## src/rtl/rxb_pkg.sv

```systemverilog
package rxb_pkg;
  localparam int unsigned CHAR_W = 8;
  localparam int unsigned SIZE_W = 3;

  typedef struct packed {
    logic [CHAR_W-1:0] data;
    logic              bit9;
    logic              ferr;
    logic              perr;
    logic              ovr;
  } rxb_entry_t;

  // keep-mask of the character bits for a size code; 9-bit codes keep all 8
  function automatic logic [CHAR_W-1:0] size_mask(input logic [SIZE_W-1:0] sz);
    logic [CHAR_W-1:0] m;
    case (sz)
      3'd0:    m = 8'h1F;
      3'd1:    m = 8'h3F;
      3'd2:    m = 8'h7F;
      default: m = 8'hFF;
    endcase
    return m;
  endfunction
endpackage

```

## src/rtl/rxb_frame_pack.sv

```systemverilog
module rxb_frame_pack
  import rxb_pkg::*;
(
  input  logic [CHAR_W:0]   raw,
  input  logic              stop_ok,
  input  logic              par_bad,
  input  logic              chk_en,
  input  logic [SIZE_W-1:0] csize,
  output rxb_entry_t        ent
);
  always_comb begin
    ent.data = raw[CHAR_W-1:0] & size_mask(csize);
    ent.bit9 = csize[SIZE_W-1] & raw[CHAR_W];   // codes 4..7 are 9-bit
    ent.ferr = ~stop_ok;
    ent.perr = par_bad & chk_en;
    ent.ovr  = 1'b0;
  end
endmodule

```

## src/rtl/rxb_hold_stage.sv

```systemverilog
module rxb_hold_stage
  import rxb_pkg::*;
(
  input  logic       clk,
  input  logic       rst_n,
  input  logic       enable,
  input  logic       in_valid,
  input  rxb_entry_t in_ent,
  input  logic       start_det,
  input  logic       fifo_full,
  output logic       push,
  output rxb_entry_t push_ent
);
  logic       hold_v_q, hold_v_d;
  rxb_entry_t hold_e_q, hold_e_d;
  logic       ovr_q, ovr_d;
  rxb_entry_t held_out;

  always_comb begin
    held_out     = hold_e_q;
    held_out.ovr = ovr_q;
    push         = enable & ~fifo_full & (hold_v_q | in_valid);
    push_ent     = hold_v_q ? held_out : in_ent;
  end

  always_comb begin
    hold_v_d = hold_v_q;
    hold_e_d = hold_e_q;
    ovr_d    = ovr_q;
    if (!enable) begin
      hold_v_d = 1'b0;
      ovr_d    = 1'b0;
    end else if (hold_v_q) begin
      if (!fifo_full) begin
        // held character moves in; a frame finishing now takes its place
        hold_v_d = in_valid;
        hold_e_d = in_ent;
        ovr_d    = 1'b0;
      end else if (start_det) begin
        ovr_d = 1'b1;                 // full + parked + new start bit
      end
    end else if (in_valid && fifo_full) begin
      hold_v_d = 1'b1;                // park third character
      hold_e_d = in_ent;
    end
  end

  always_ff @(posedge clk or negedge rst_n) begin
    if (!rst_n) begin
      hold_v_q <= 1'b0;
      hold_e_q <= '0;
      ovr_q    <= 1'b0;
    end else begin
      hold_v_q <= hold_v_d;
      ovr_q    <= ovr_d;
      if (hold_v_d != hold_v_q || hold_v_d) hold_e_q <= hold_e_d;
    end
  end

  a_r7_overrun_latch: assert property (@(posedge clk) disable iff (!rst_n)
    (enable && hold_v_q && fifo_full && start_det) |=> ovr_q);
  a_r7_overrun_needs_parked: assert property (@(posedge clk) disable iff (!rst_n)
    ovr_q |-> hold_v_q);
  a_r9_flush_hold: assert property (@(posedge clk) disable iff (!rst_n)
    !enable |=> (!hold_v_q && !ovr_q));
endmodule

```

## src/rtl/rxb_fifo.sv

```systemverilog
module rxb_fifo
  import rxb_pkg::*;
#(
  parameter int unsigned DEPTH = 2
) (
  input  logic       clk,
  input  logic       rst_n,
  input  logic       flush,
  input  logic       push,
  input  rxb_entry_t push_ent,
  input  logic       pop,
  output rxb_entry_t head,
  output logic       empty,
  output logic       full
);
  localparam int unsigned PTR_W = (DEPTH > 1) ? $clog2(DEPTH) : 1;
  localparam int unsigned CNT_W = $clog2(DEPTH + 1);

  logic [PTR_W-1:0] wr_q, wr_d, rd_q, rd_d;
  logic [CNT_W-1:0] cnt_q, cnt_d;
  rxb_entry_t       slot_q [DEPTH];
  rxb_entry_t       last_q, last_d;
  logic             pop_ok, wr_en;

  function automatic logic [PTR_W-1:0] bump(input logic [PTR_W-1:0] p);
    return (p == PTR_W'(DEPTH - 1)) ? '0 : p + 1'b1;
  endfunction

  assign empty  = (cnt_q == '0);
  assign full   = (cnt_q == CNT_W'(DEPTH));
  assign pop_ok = pop & ~empty & ~flush;
  assign wr_en  = push & ~flush;
  assign head   = empty ? last_q : slot_q[rd_q];

  always_comb begin
    wr_d   = wr_q;
    rd_d   = rd_q;
    cnt_d  = cnt_q;
    last_d = last_q;
    if (flush) begin
      wr_d  = '0;
      rd_d  = '0;
      cnt_d = '0;
    end else begin
      if (wr_en) wr_d = bump(wr_q);
      if (pop_ok) begin
        rd_d   = bump(rd_q);
        last_d = slot_q[rd_q];        // remembered for empty reads
      end
      cnt_d = cnt_q + CNT_W'(wr_en) - CNT_W'(pop_ok);
    end
  end

  always_ff @(posedge clk or negedge rst_n) begin
    if (!rst_n) begin
      wr_q   <= '0;
      rd_q   <= '0;
      cnt_q  <= '0;
      last_q <= '0;
    end else begin
      wr_q  <= wr_d;
      rd_q  <= rd_d;
      cnt_q <= cnt_d;
      if (pop_ok) last_q <= last_d;
    end
  end

  for (genvar i = 0; i < DEPTH; i++) begin : g_slot
    always_ff @(posedge clk or negedge rst_n) begin
      if (!rst_n)                             slot_q[i] <= '0;
      else if (wr_en && wr_q == PTR_W'(i))    slot_q[i] <= push_ent;
    end
  end

  a_r2_count_bound: assert property (@(posedge clk) disable iff (!rst_n)
    cnt_q <= CNT_W'(DEPTH));
  a_r6_no_push_when_full: assert property (@(posedge clk) disable iff (!rst_n)
    push |-> !full);
  a_r10_empty_read_holds: assert property (@(posedge clk) disable iff (!rst_n)
    (pop && empty && !flush && !push) |=> ($stable(rd_q) && $stable(wr_q) && empty));
endmodule

```

## src/rtl/rxbuf_status.sv

```systemverilog
module rxbuf_status
  import rxb_pkg::*;
#(
  parameter int unsigned DEPTH = 2
) (
  input  logic                clk,
  input  logic                rst_n,
  input  logic                rx_en,
  input  logic [SIZE_W-1:0]   char_size,
  input  logic                par_chk_en,
  input  logic                rxc_ie,
  input  logic                frm_valid,
  input  logic [CHAR_W:0]     frm_data,
  input  logic                frm_stop_ok,
  input  logic                frm_par_bad,
  input  logic                start_det,
  input  logic                rd_pop,
  output logic [CHAR_W-1:0]   rd_data,
  output logic                rd_bit9,
  output logic                st_frame_err,
  output logic                st_par_err,
  output logic                st_overrun,
  output logic                rx_cplt,
  output logic                rx_irq
);
  logic [1:0] rst_sync_q;
  logic       core_rst_n;

  always_ff @(posedge clk or negedge rst_n) begin
    if (!rst_n) rst_sync_q <= 2'b00;
    else        rst_sync_q <= {rst_sync_q[0], 1'b1};
  end
  assign core_rst_n = rst_sync_q[1];

  rxb_entry_t cap_ent, push_ent, head;
  logic       push, fifo_empty, fifo_full;

  rxb_frame_pack u_pack (
    .raw     (frm_data),
    .stop_ok (frm_stop_ok),
    .par_bad (frm_par_bad),
    .chk_en  (par_chk_en),
    .csize   (char_size),
    .ent     (cap_ent)
  );

  rxb_hold_stage u_hold (
    .clk       (clk),
    .rst_n     (core_rst_n),
    .enable    (rx_en),
    .in_valid  (frm_valid),
    .in_ent    (cap_ent),
    .start_det (start_det),
    .fifo_full (fifo_full),
    .push      (push),
    .push_ent  (push_ent)
  );

  rxb_fifo #(.DEPTH(DEPTH)) u_fifo (
    .clk      (clk),
    .rst_n    (core_rst_n),
    .flush    (~rx_en),
    .push     (push),
    .push_ent (push_ent),
    .pop      (rd_pop),
    .head     (head),
    .empty    (fifo_empty),
    .full     (fifo_full)
  );

  assign rd_data      = head.data;
  assign rd_bit9      = head.bit9;
  assign st_frame_err = head.ferr;
  assign st_par_err   = head.perr;
  assign st_overrun   = head.ovr;
  assign rx_cplt      = ~fifo_empty;
  assign rx_irq       = rx_cplt & rxc_ie;

  a_r8_irq_needs_data: assert property (@(posedge clk) disable iff (!core_rst_n)
    rx_irq |-> (rx_cplt && rxc_ie));
  a_r9_flush_clears_flag: assert property (@(posedge clk) disable iff (!core_rst_n)
    !rx_en |=> !rx_cplt);
  a_r2_push_sets_flag: assert property (@(posedge clk) disable iff (!core_rst_n)
    (push && rx_en) |=> rx_cplt);
endmodule

```

## config.mk

```make
export PLATFORM = sky130hd
export DESIGN_NAME = rxbuf_status
export DESIGN_NICKNAME = d
export VERILOG_FILES = /design/src/rtl/rxb_pkg.sv /design/src/rtl/rxb_frame_pack.sv /design/src/rtl/rxb_hold_stage.sv /design/src/rtl/rxb_fifo.sv /design/src/rtl/rxbuf_status.sv
export SDC_FILE = /design/constraint.sdc
export NUM_CORES = 1
export LEC_CHECK = 0
export BUFFER_PORTS_ARGS = -buffer_cell sky130_fd_sc_hd__buf_2
export CORE_UTILIZATION = 51
export DETAILED_ROUTE_END_ITERATION = 6
export HOLD_SLACK_MARGIN = 0.1
export PLACE_DENSITY = 0.76
export SKIP_CTS_REPAIR_TIMING = 1
export SYNTH_ARGS = -nofsm -noshare
export SYNTH_HDL_FRONTEND = slang
export SYNTH_SLANG_ARGS = --single-unit
```

## constraint.sdc

```tcl
create_clock -name clk -period 1.7 [get_ports clk]
set_input_delay 0.085 -clock clk [delete_from_list [all_inputs] [get_ports clk]]
set_output_delay 0.085 -clock clk [all_outputs]
set_load 0.005 [all_outputs]
```

==> reports/metrics.cfg, run 1 <==
[synthesis]
synth_top_family_by_area=multiplexers
synth_top_flop_cell=dfrtp_1
ys_top_cells_by_area=dfrtp_1 52%, mux2_1 9.0%, mux2i_1 5.3%, o21ai_0 5.3%, nand2_1 4.0%
yosysMostFrequentCell=dfrtp_1
ys_ff_latch=55
synth-simple-area-share=0.110
syn_area_um2=2640
syn-instance-count=250
synth-seq-area-share=0.522
synth_common_cells=55 x dfrtp_1, 28 x nand2_1, 28 x o21ai_0, 21 x mux2_1
ys_warn_count=0
synth_xor_area_frac=0.00665
muxShareOfSynthArea=0.169
synth_edf_count=0
synth_top_area_cell=dfrtp_1
syn-num-nets=274
synth_fa_ha_area_frac=0.00950
synth_cell_types=33
synth_top_area_frac=0.522
synth_compound_gate_area_share=0.137
synth.avg_cell_area_um2=10.5
async_flop_share=1.00

[clock_tree]
path_clk_slew_ns=0.09
clock-sinks=55
clk_latency_ns=0.31
numCtsBuffers=5
clk_path_buf_depth=2
cts-root-buf=clkbuf_8
cts_tree=yes
htree_levels=2

[floorplan]
core_area_um2=4850
die_y_um=73.9
fp.dieW_um=73.9
num_io_pins=36
dieArea_um2=5460
initial_utilization=0.543
num_rows=25

[final_layout]
nFillCells=392
n_antenna_cell=0
fin_util=0.680
fin_nets=332
area_growth_pct=25.1
drive_gt1_frac=0.259

[grt]
grt_pass1_wl_mm=8.91
grt_antenna_before_repair=0
grt_util_all_layers=0.222
grt_start_max_net_pins=27
grt_overflow=0
grt_pass1_vias=1889

[setup_path]
end_kind=flip-flop
worstPathCellList=o211ai_1 -> inv_2 -> ha_4 -> inv_2 -> ha_4 -> xor2_2 -> and2_4 -> nor3_2
regToRegSetupSlack_ns=0.007
max_stage_delay_ns=0.44
arrival_ns=1.93
crit_required_ns=1.93
critPathBufInv=2
critPathKind=flip-flop to flip-flop
cp-start-kind=flip-flop
crit_family=flip-flops
slowest_stage=dfrtp_1
cp_max_fo=6
reg2reg_depth=8
reg2reg_to=u_fifo.cnt_q[1]
r2r-start=u_fifo.cnt_q[0]

[drt]
wl_mm=5.32
wire_per_inst_um=14.2
remaining_drc_errors=0
via_count=2004
ant_nets=0
viasPerCell=5.33
firstDrtPassIters=4
drt_iter0_markers=134

[sta]
slew_violations=0
fmax_ghz=0.591
setup_viol=0
fin_ws_ns=0.00711
clock_skew_ns=0.00316
period_needed_ns=1.69
fin_setup_tns_ns=0
rsz0062_at_grt=yes
fin_crit_sh=0.996
hold_viol=0
whs_ns=0.113

[placement]
gp_congestion=0.778
port_buffers=35
place_ws_ns=-0.104
hpwl_mm=3.85

[run]
max_cap_violations=0

[worst_hold_path]
hold_class=primary input to flip-flop
min-delay-start=frm_data[6]
hold_depth=3
holdPathEnd=u_hold.held_out[10]

[power_and_ir_drop]
p_leak_uw=0.00148
ir_drop_v=0.000633
power.density_nw_per_um2=1340

[run_status]
status=complete, no violations

per-stage QoR:
stage	area (µm²)	cells	power (µW)
after global routing	3300	376	4790
final	3300	376	4430
after CTS	3110	360	4420
after detailed placement	2990	352	3500
after floorplan	2660	250	3010
after global placement	2990	352	3420
tightest hold or removal path: stages:
cell and delay, ns:
buf_2 0.10, o21ai_0 0.12, o31ai_1 0.08
cells in the final DEF (no fill, tap or decap), types with 3 or more instances in the layout:
cell type       n
mux2_2          6
a21oi_1        16
o21ai_0        28
o22ai_1         7
and2_1          3
o31ai_1         4
nand2_1        28
dlygate4sd3_1  16
mux2i_1        14
mux2_1         21
dfrtp_1        53
buf_2          35
nor2_1         16
inv_1           6
o221ai_1        3
clkbuf_8        6
buf_4          15
power by group:
| part | internal (µW) | total [µW] | switching [µW] |
|---|---|---|---|
| clock network | 485 | 911 | 426 |
| registers | 1800 | 2060 | 268 |
| logic | 722 | 1450 | 730 |
flip-flops by register name, summed over array words and instances, names as in the netlist:
register	count
u_fifo.cnt_q	2
u_fifo.last_q	12
rst_sync_q	2
u_fifo.slot_q	24
u_hold.ovr_q	1
u_hold.held_out	11
u_hold.hold_v_q	1
u_fifo.rd_q	1
u_fifo.wr_q	1
cell families (layout without fill, tap and decap cells):
kind of cell	Yosys count	after routing
multiplexers	41	41
other	1	1
adder cells (fa/ha/maj)	2	2
flip-flops	55	55
XOR/XNOR	2	2
AND/OR/NAND/NOR	60	60
buffers and inverters	26	85
AO/OA/AOI/OAI	63	63
routing by layer:
| metal | wire, µm | GRT usage | part of all wire | vias up |
|---|---|---|---|---|
| li1 | - | - | - | 981 |
| met1 | 2650 | 0.309 | 0.50 | 968 |
| met2 | 2460 | 0.347 | 0.46 | 46 |
| met3 | 136 | 0.0288 | 0.026 | 9 |
| met4 | 76 | 0.103 | 0.014 | 0 |
| met5 | 0 | 0 | 0 | - |
worst max-delay path by stage:
stage | from | to | slack (ns) | cells past startpoint
finish | u_fifo.cnt_q[0] | u_fifo.cnt_q[1] | 0.007 | 8
global route | u_fifo.cnt_q[0] | u_fifo.cnt_q[1] | -0.11 | 8
CTS | u_fifo.cnt_q[1] | u_fifo.cnt_q[1] | -0.11 | 8
detailed placement | u_fifo.cnt_q[1] | u_fifo.cnt_q[1] | -0.10 | 8
global placement | u_fifo.cnt_q[1] | u_fifo.cnt_q[1] | 0.04 | 8
floorplan | u_fifo.cnt_q[1] | u_fifo.cnt_q[1] | -0.24 | 9
final cells by class:
| class | instances | area, µm² | share of cell area |
|---|---|---|---|
| clock buffer | 6 | 82.6 | 0.0251 |
| clock inverter | 2 | 38.8 | 0.0118 |
| inverter | 8 | 30.0 | 0.00911 |
| multi-input combinational | 169 | 1180 | 0.359 |
| sequential | 55 | 1380 | 0.418 |
| tap | 67 | 83.8 | 0.0254 |
| timing repair buffer | 69 | 499 | 0.151 |
No activity file was read; power rests on OpenSTA's default activity.
==> run 2: changes to the inputs <==
- CORE_UTILIZATION: 51 -> 53
- PLACE_DENSITY: 0.76 -> 0.77
- SYNTH_HIERARCHICAL: default -> 1
==> run 2 against run 1 <==
Effect of this change: the flow now finishes with violations (setup timing); largest cell class is now multi-input gates; clock-buffer cell count did not move; sequential power fell by 9%; non-clock buffer count fell by 9; largest power group unchanged; area after synthesis rose by 18%; synthesized cell count rose by 15%; final area rose by 9.6%.
==> reports/metrics.cfg, run 2 <==
[run_status]
status=finished with violations
violations=setup timing

[grt]
grt_antenna_before_repair=0
grt_start_max_net_pins=40
grt_util_all_layers=0.208
grt_pass1_wl_mm=10.1
grt_overflow=0
grt_pass1_vias=2121

[sta]
setup_viol=8
fin_ws_ns=-0.0800
fin_setup_tns_ns=-0.179
period_needed_ns=1.78
fin_crit_sh=1.05
hold_viol=0
fmax_ghz=0.562
rsz0062_at_grt=yes
slew_violations=0
whs_ns=0.122
clock_skew_ns=0.0146

[drt]
wire_per_inst_um=15.5
remaining_drc_errors=0
via_count=2221
viasPerCell=5.58
drt_iter0_markers=74
firstDrtPassIters=4
wl_mm=6.18
ant_nets=0

[final_layout]
nFillCells=455
top_register=u_fifo/slot_q
drive_gt1_frac=0.347
n_antenna_cell=0
largest_register_ffs=24
fin_nets=349
area_growth_pct=16.3
layout_common_cells=54 x dfrtp_1, 35 x buf_2, 30 x a21oi_1, 27 x nor2_1, 22 x mux2_4
stdcell_count=398
final_common_cell=dfrtp_1

[power_and_ir_drop]
p_comb_frac=0.335
power.density_nw_per_um2=1080
p_leak_uw=0.00169
finalPower_uw=3910
seq_power_share=0.478
swShare=0.317
clkPwrFrac=0.187
power.switching_uw=1240
ir_drop_v=0.000631
intPower_uw=2670

[placement]
place_ws_ns=-0.0858
hpwl_mm=4.26
dp.cells=382
port_buffers=35
gp_congestion=0.761

[clock_tree]
clk_latency_ns=0.31
numCtsBuffers=5
clock-sinks=55
htree_levels=2
clk_path_buf_depth=2
path_clk_slew_ns=0.10
cts-root-buf=clkbuf_8
cts_tree=yes

[synthesis]
synth_edf_count=0
synth-simple-area-share=0.102
ys_ff_latch=55
synth.avg_cell_area_um2=10.8
syn-num-nets=312
synth_top_area_frac=0.443
synth_top_family_by_area=multiplexers
synth-seq-area-share=0.443
synth_fa_ha_area_frac=0.00806
synth_top_flop_cell=dfrtp_1
synth_cell_types=39
synth_xor_area_frac=0.00846
synth_common_cells=55 x dfrtp_1, 30 x a21oi_1, 29 x nor2_1, 17 x mux2_2, 13 x o21ai_0
syn-instance-count=288
synth_top_area_cell=dfrtp_1
async_flop_share=1.00
synth_compound_gate_area_share=0.181
syn_area_um2=3100
yosysMostFrequentCell=dfrtp_1
muxShareOfSynthArea=0.181
ys_warn_count=6
ys_top_cells_by_area=dfrtp_1 44%, mux2_2 6.2%, a21oi_1 4.8%, mux2_4 4.8%, mux2i_1 3.9%

[floorplan]
num_io_pins=36
initial_utilization=0.557
core_area_um2=5570
fp.dieW_um=78.5
num_rows=27
die_y_um=78.5
dieArea_um2=6170

[worst_hold_path]
hold_class=primary input to flip-flop

[setup_path]
crit_required_ns=1.92
cp-start-kind=flip-flop
cp_max_fo=2
critPathKind=flip-flop to flip-flop
arrival_ns=2.00
end_kind=flip-flop

[run]
max_cap_violations=0

[run 2: cell count changes in the layout (fill, tap and decap cells not counted), moves of 12 or more]
cell and delta:
mux2_4 +22, nand2_1 -26, a21oi_1 +14, mux2_1 -12, dlygate4sd3_1 -12, o21ai_0 -15
[run 2: worst paths after layout]
check / start / endpoint / slack (ns) / cells past startpoint
setup / recovery: u_fifo/cnt_q[1] / u_fifo/cnt_q[1] / -0.08 / 10
hold / removal: frm_data[4] / u_hold/held_out[8] / 0.12 / 3
setup reg to reg: u_fifo/cnt_q[1] / u_fifo/cnt_q[1] / -0.08 / 10
hold reg to reg: rst_sync_q[1] / u_fifo/slot_q[5] / 0.17 / 0
max in group asynchronous: rst_n / rst_sync_q[1] / 0.93 / 3
min in group asynchronous: rst_sync_q[1] / u_fifo/slot_q[5] / 0.17 / 0
[run 2: final cells by class]
| class | instances | area, µm² | area share |
|---|---|---|---|
| sequential | 55 | 1380 | 0.381 |
| clock buffer | 6 | 72.6 | 0.0201 |
| multi-input combinational | 198 | 1620 | 0.447 |
| tap | 72 | 90.1 | 0.0249 |
| clock inverter | 2 | 17.5 | 0.00485 |
| inverter | 5 | 18.8 | 0.00520 |
| timing repair buffer | 60 | 419 | 0.116 |
[run 2: kinds of logic after synthesis]
group | count (synthesis)
AO/OA/AOI/OAI | 84
AND/OR/NAND/NOR | 59
multiplexers | 48
XOR/XNOR | 3
adder cells (fa/ha/maj) | 2
other | 2
buffers and inverters | 35
flip-flops | 55
[run 2: critical path, cell delays in order (launching register included)]
cell,delay [ns]
dfrtp_1,0.38
nor2b_4,0.13
nand2b_4,0.15
nor2_4,0.13
nand2b_4,0.07
ha_4,0.26
inv_2,0.03
ha_4,0.15
xor2_2,0.14
and2_1,0.14
nor3_1,0.12
[run 2: power groups by stage]
| stage | Combinational, µW | Sequential [µW] | Clock [µW] |
|---|---|---|---|
| after detailed placement | 1260 | 1890 | 0 |
| after CTS | 1270 | 1870 | 747 |
| after floorplan | 947 | 1840 | 0 |
| final | 1310 | 1870 | 730 |
| after global placement | 1220 | 1870 | 0 |
| after global routing | 1450 | 1910 | 798 |
[run 2: layer usage]
| layer | track usage | up-vias | routed length, µm |
|---|---|---|---|
| li1 | - | 1095 | - |
| met1 | 0.304 | 1069 | 3060 |
| met2 | 0.323 | 53 | 2860 |
| met3 | 0.0337 | 4 | 220 |
| met4 | 0.0407 | 0 | 37 |
| met5 | 0 | - | 0 |
[run 2: stage by stage]
step	area, µm²	util
floorplan	3200	-
global placement	3400	0.611
detailed placement	3400	0.611
CTS	3490	0.627
global route	3610	0.648
finish	3610	0.648
==> run 3: changes to the inputs <==
- PLACE_DENSITY: 0.77 -> 0.85
==> run 3 against run 2 <==
Effect of this change: the flow still finishes with violations (setup timing); critical path type unchanged; largest power group unchanged; non-clock buffer count down 1; final area down 0.80%; global-route usage up 0.85 points; routed wire length down 1.7%.
==> reports/metrics.cfg, run 3 (same netlist as run 2, synthesis figures left out) <==
[run_status]
status=finished with violations
violations=setup timing

[final_layout]
layout_common_cells=54 x dfrtp_1, 35 x buf_2, 30 x a21oi_1, 27 x nor2_1, 20 x mux2_4
drive_gt1_frac=0.351
area_growth_pct=15.4
final_common_cell=dfrtp_1
largest_register_ffs=24
stdcell_count=397
fin_util=0.643
n_antenna_cell=0
top_register=u_fifo/slot_q
fin_nets=348
nFillCells=442

[power_and_ir_drop]
power.density_nw_per_um2=1090
p_comb_frac=0.335
clkPwrFrac=0.186
p_leak_uw=0.00167
power.switching_uw=1240
finalPower_uw=3900
ir_drop_v=0.000562
swShare=0.319
seq_power_share=0.479
intPower_uw=2660

[setup_path]
cp_max_fo=2
cp-start-kind=flip-flop
end_kind=flip-flop
arrival_ns=1.99
crit_required_ns=1.93
critPathKind=flip-flop to flip-flop

[placement]
port_buffers=35
hpwl_mm=4.22
place_ws_ns=-0.114
dp.cells=383
gp_congestion=0.821

[grt]
grt_util_all_layers=0.216
met2_usage=0.332
grt_pass1_vias=2073
grt_pass1_wl_mm=10.5
grt_overflow=0
grt_start_max_net_pins=46
grt_antenna_before_repair=0
busiest_layer=met2
use_met1=0.320
met3_usage=0.0360

[clock_tree]
htree_levels=2
cts_tree=yes
clock-sinks=55
cts-root-buf=clkbuf_8
numCtsBuffers=5
clk_latency_ns=0.30
path_clk_slew_ns=0.10
clk_path_buf_depth=2

[floorplan]
num_rows=27
core_area_um2=5570
fp.dieW_um=78.5
initial_utilization=0.557
num_io_pins=36
die_y_um=78.5
dieArea_um2=6170

[sta]
slew_violations=0
whs_ns=0.134
fmax_ghz=0.567
fin_ws_ns=-0.0636
rsz0062_at_grt=yes
setup_viol=1
hold_viol=0
period_needed_ns=1.76
clock_skew_ns=0.00924
fin_crit_sh=1.04

[run]
max_cap_violations=0

[drt]
firstDrtPassIters=4
drt_iter0_markers=129
viasPerCell=5.62
remaining_drc_errors=0
ant_nets=0
wl_mm=6.07
wire_per_inst_um=15.3
via_count=2233

[worst_hold_path]
hold_class=flip-flop to asynchronous set/reset pin

[run 3: changes by cell type in the layout (fill, tap and decap cells not counted)]
cell	previous run	this run
mux2_4	22	20
clkbuf_16	1	0
and2_4	0	1
nor3_2	0	1
and2_1	4	3
buf_4	17	18
nor3_1	3	2
mux2_2	5	7
buf_6	1	0
[run 3: critical path, stage by stage (launching register included)]
cell and delay, ns:
dfrtp_1 0.39, nor2b_4 0.13, nand2b_4 0.15, nor2_4 0.13, nand2b_4 0.07, ha_4 0.26, inv_2 0.03, ha_4 0.15
xor2_2 0.14, and2_4 0.15, nor3_2 0.09
[run 3: layout make-up]
class / instances / area [µm²] / share of cell area
Multi-Input combinational cell: 198 / 1620 / 0.451
Sequential cell: 55 / 1380 / 0.385
Clock inverter: 2 / 17.5 / 0.00489
Tap cell: 72 / 90.1 / 0.0251
Timing Repair Buffer: 59 / 390 / 0.109
Inverter: 5 / 18.8 / 0.00524
Clock buffer: 6 / 72.6 / 0.0203
[run 3: worst paths after layout]
kind,startpoint,slack (ns),endpoint,cells past startpoint
min in group clk,frm_data[4],0.14,u_hold/held_out[8],3
max in group asynchronous,rst_n,0.96,rst_sync_q[1],3
worst max register to register,u_fifo/cnt_q[1],-0.06,u_fifo/cnt_q[1],10
worst min-delay path,rst_sync_q[1],0.13,u_hold/held_out[5],0
worst min register to register,rst_sync_q[1],0.13,u_hold/held_out[5],0
worst max-delay path,u_fifo/cnt_q[1],-0.06,u_fifo/cnt_q[1],10
[run 3: metal layers]
layer,part of all wire,vias up
li1,-,1088
met1,0.50,1075
met2,0.45,64
met3,0.041,6
met4,0.0082,0
met5,0,-
[run 3: stage by stage]
| stage | TNS (ns) | instance area (µm²) |
|---|---|---|
| global route | -0.452 | 3580 |
| floorplan | -0.455 | 3200 |
| CTS | -3.24 | 3500 |
| detailed placement | -0.114 | 3410 |
| finish | -0.0636 | 3580 |
| global placement | -0.0579 | 3410 |
[run 3: power groups by stage]
stage / Sequential, µW / Clock (µW) / Combinational, µW
detailed placement: 1890 / 0 / 1280
global placement: 1860 / 0 / 1220
global route: 1910 / 801 / 1450
CTS: 1860 / 745 / 1290
finish: 1870 / 725 / 1310
floorplan: 1840 / 0 / 947
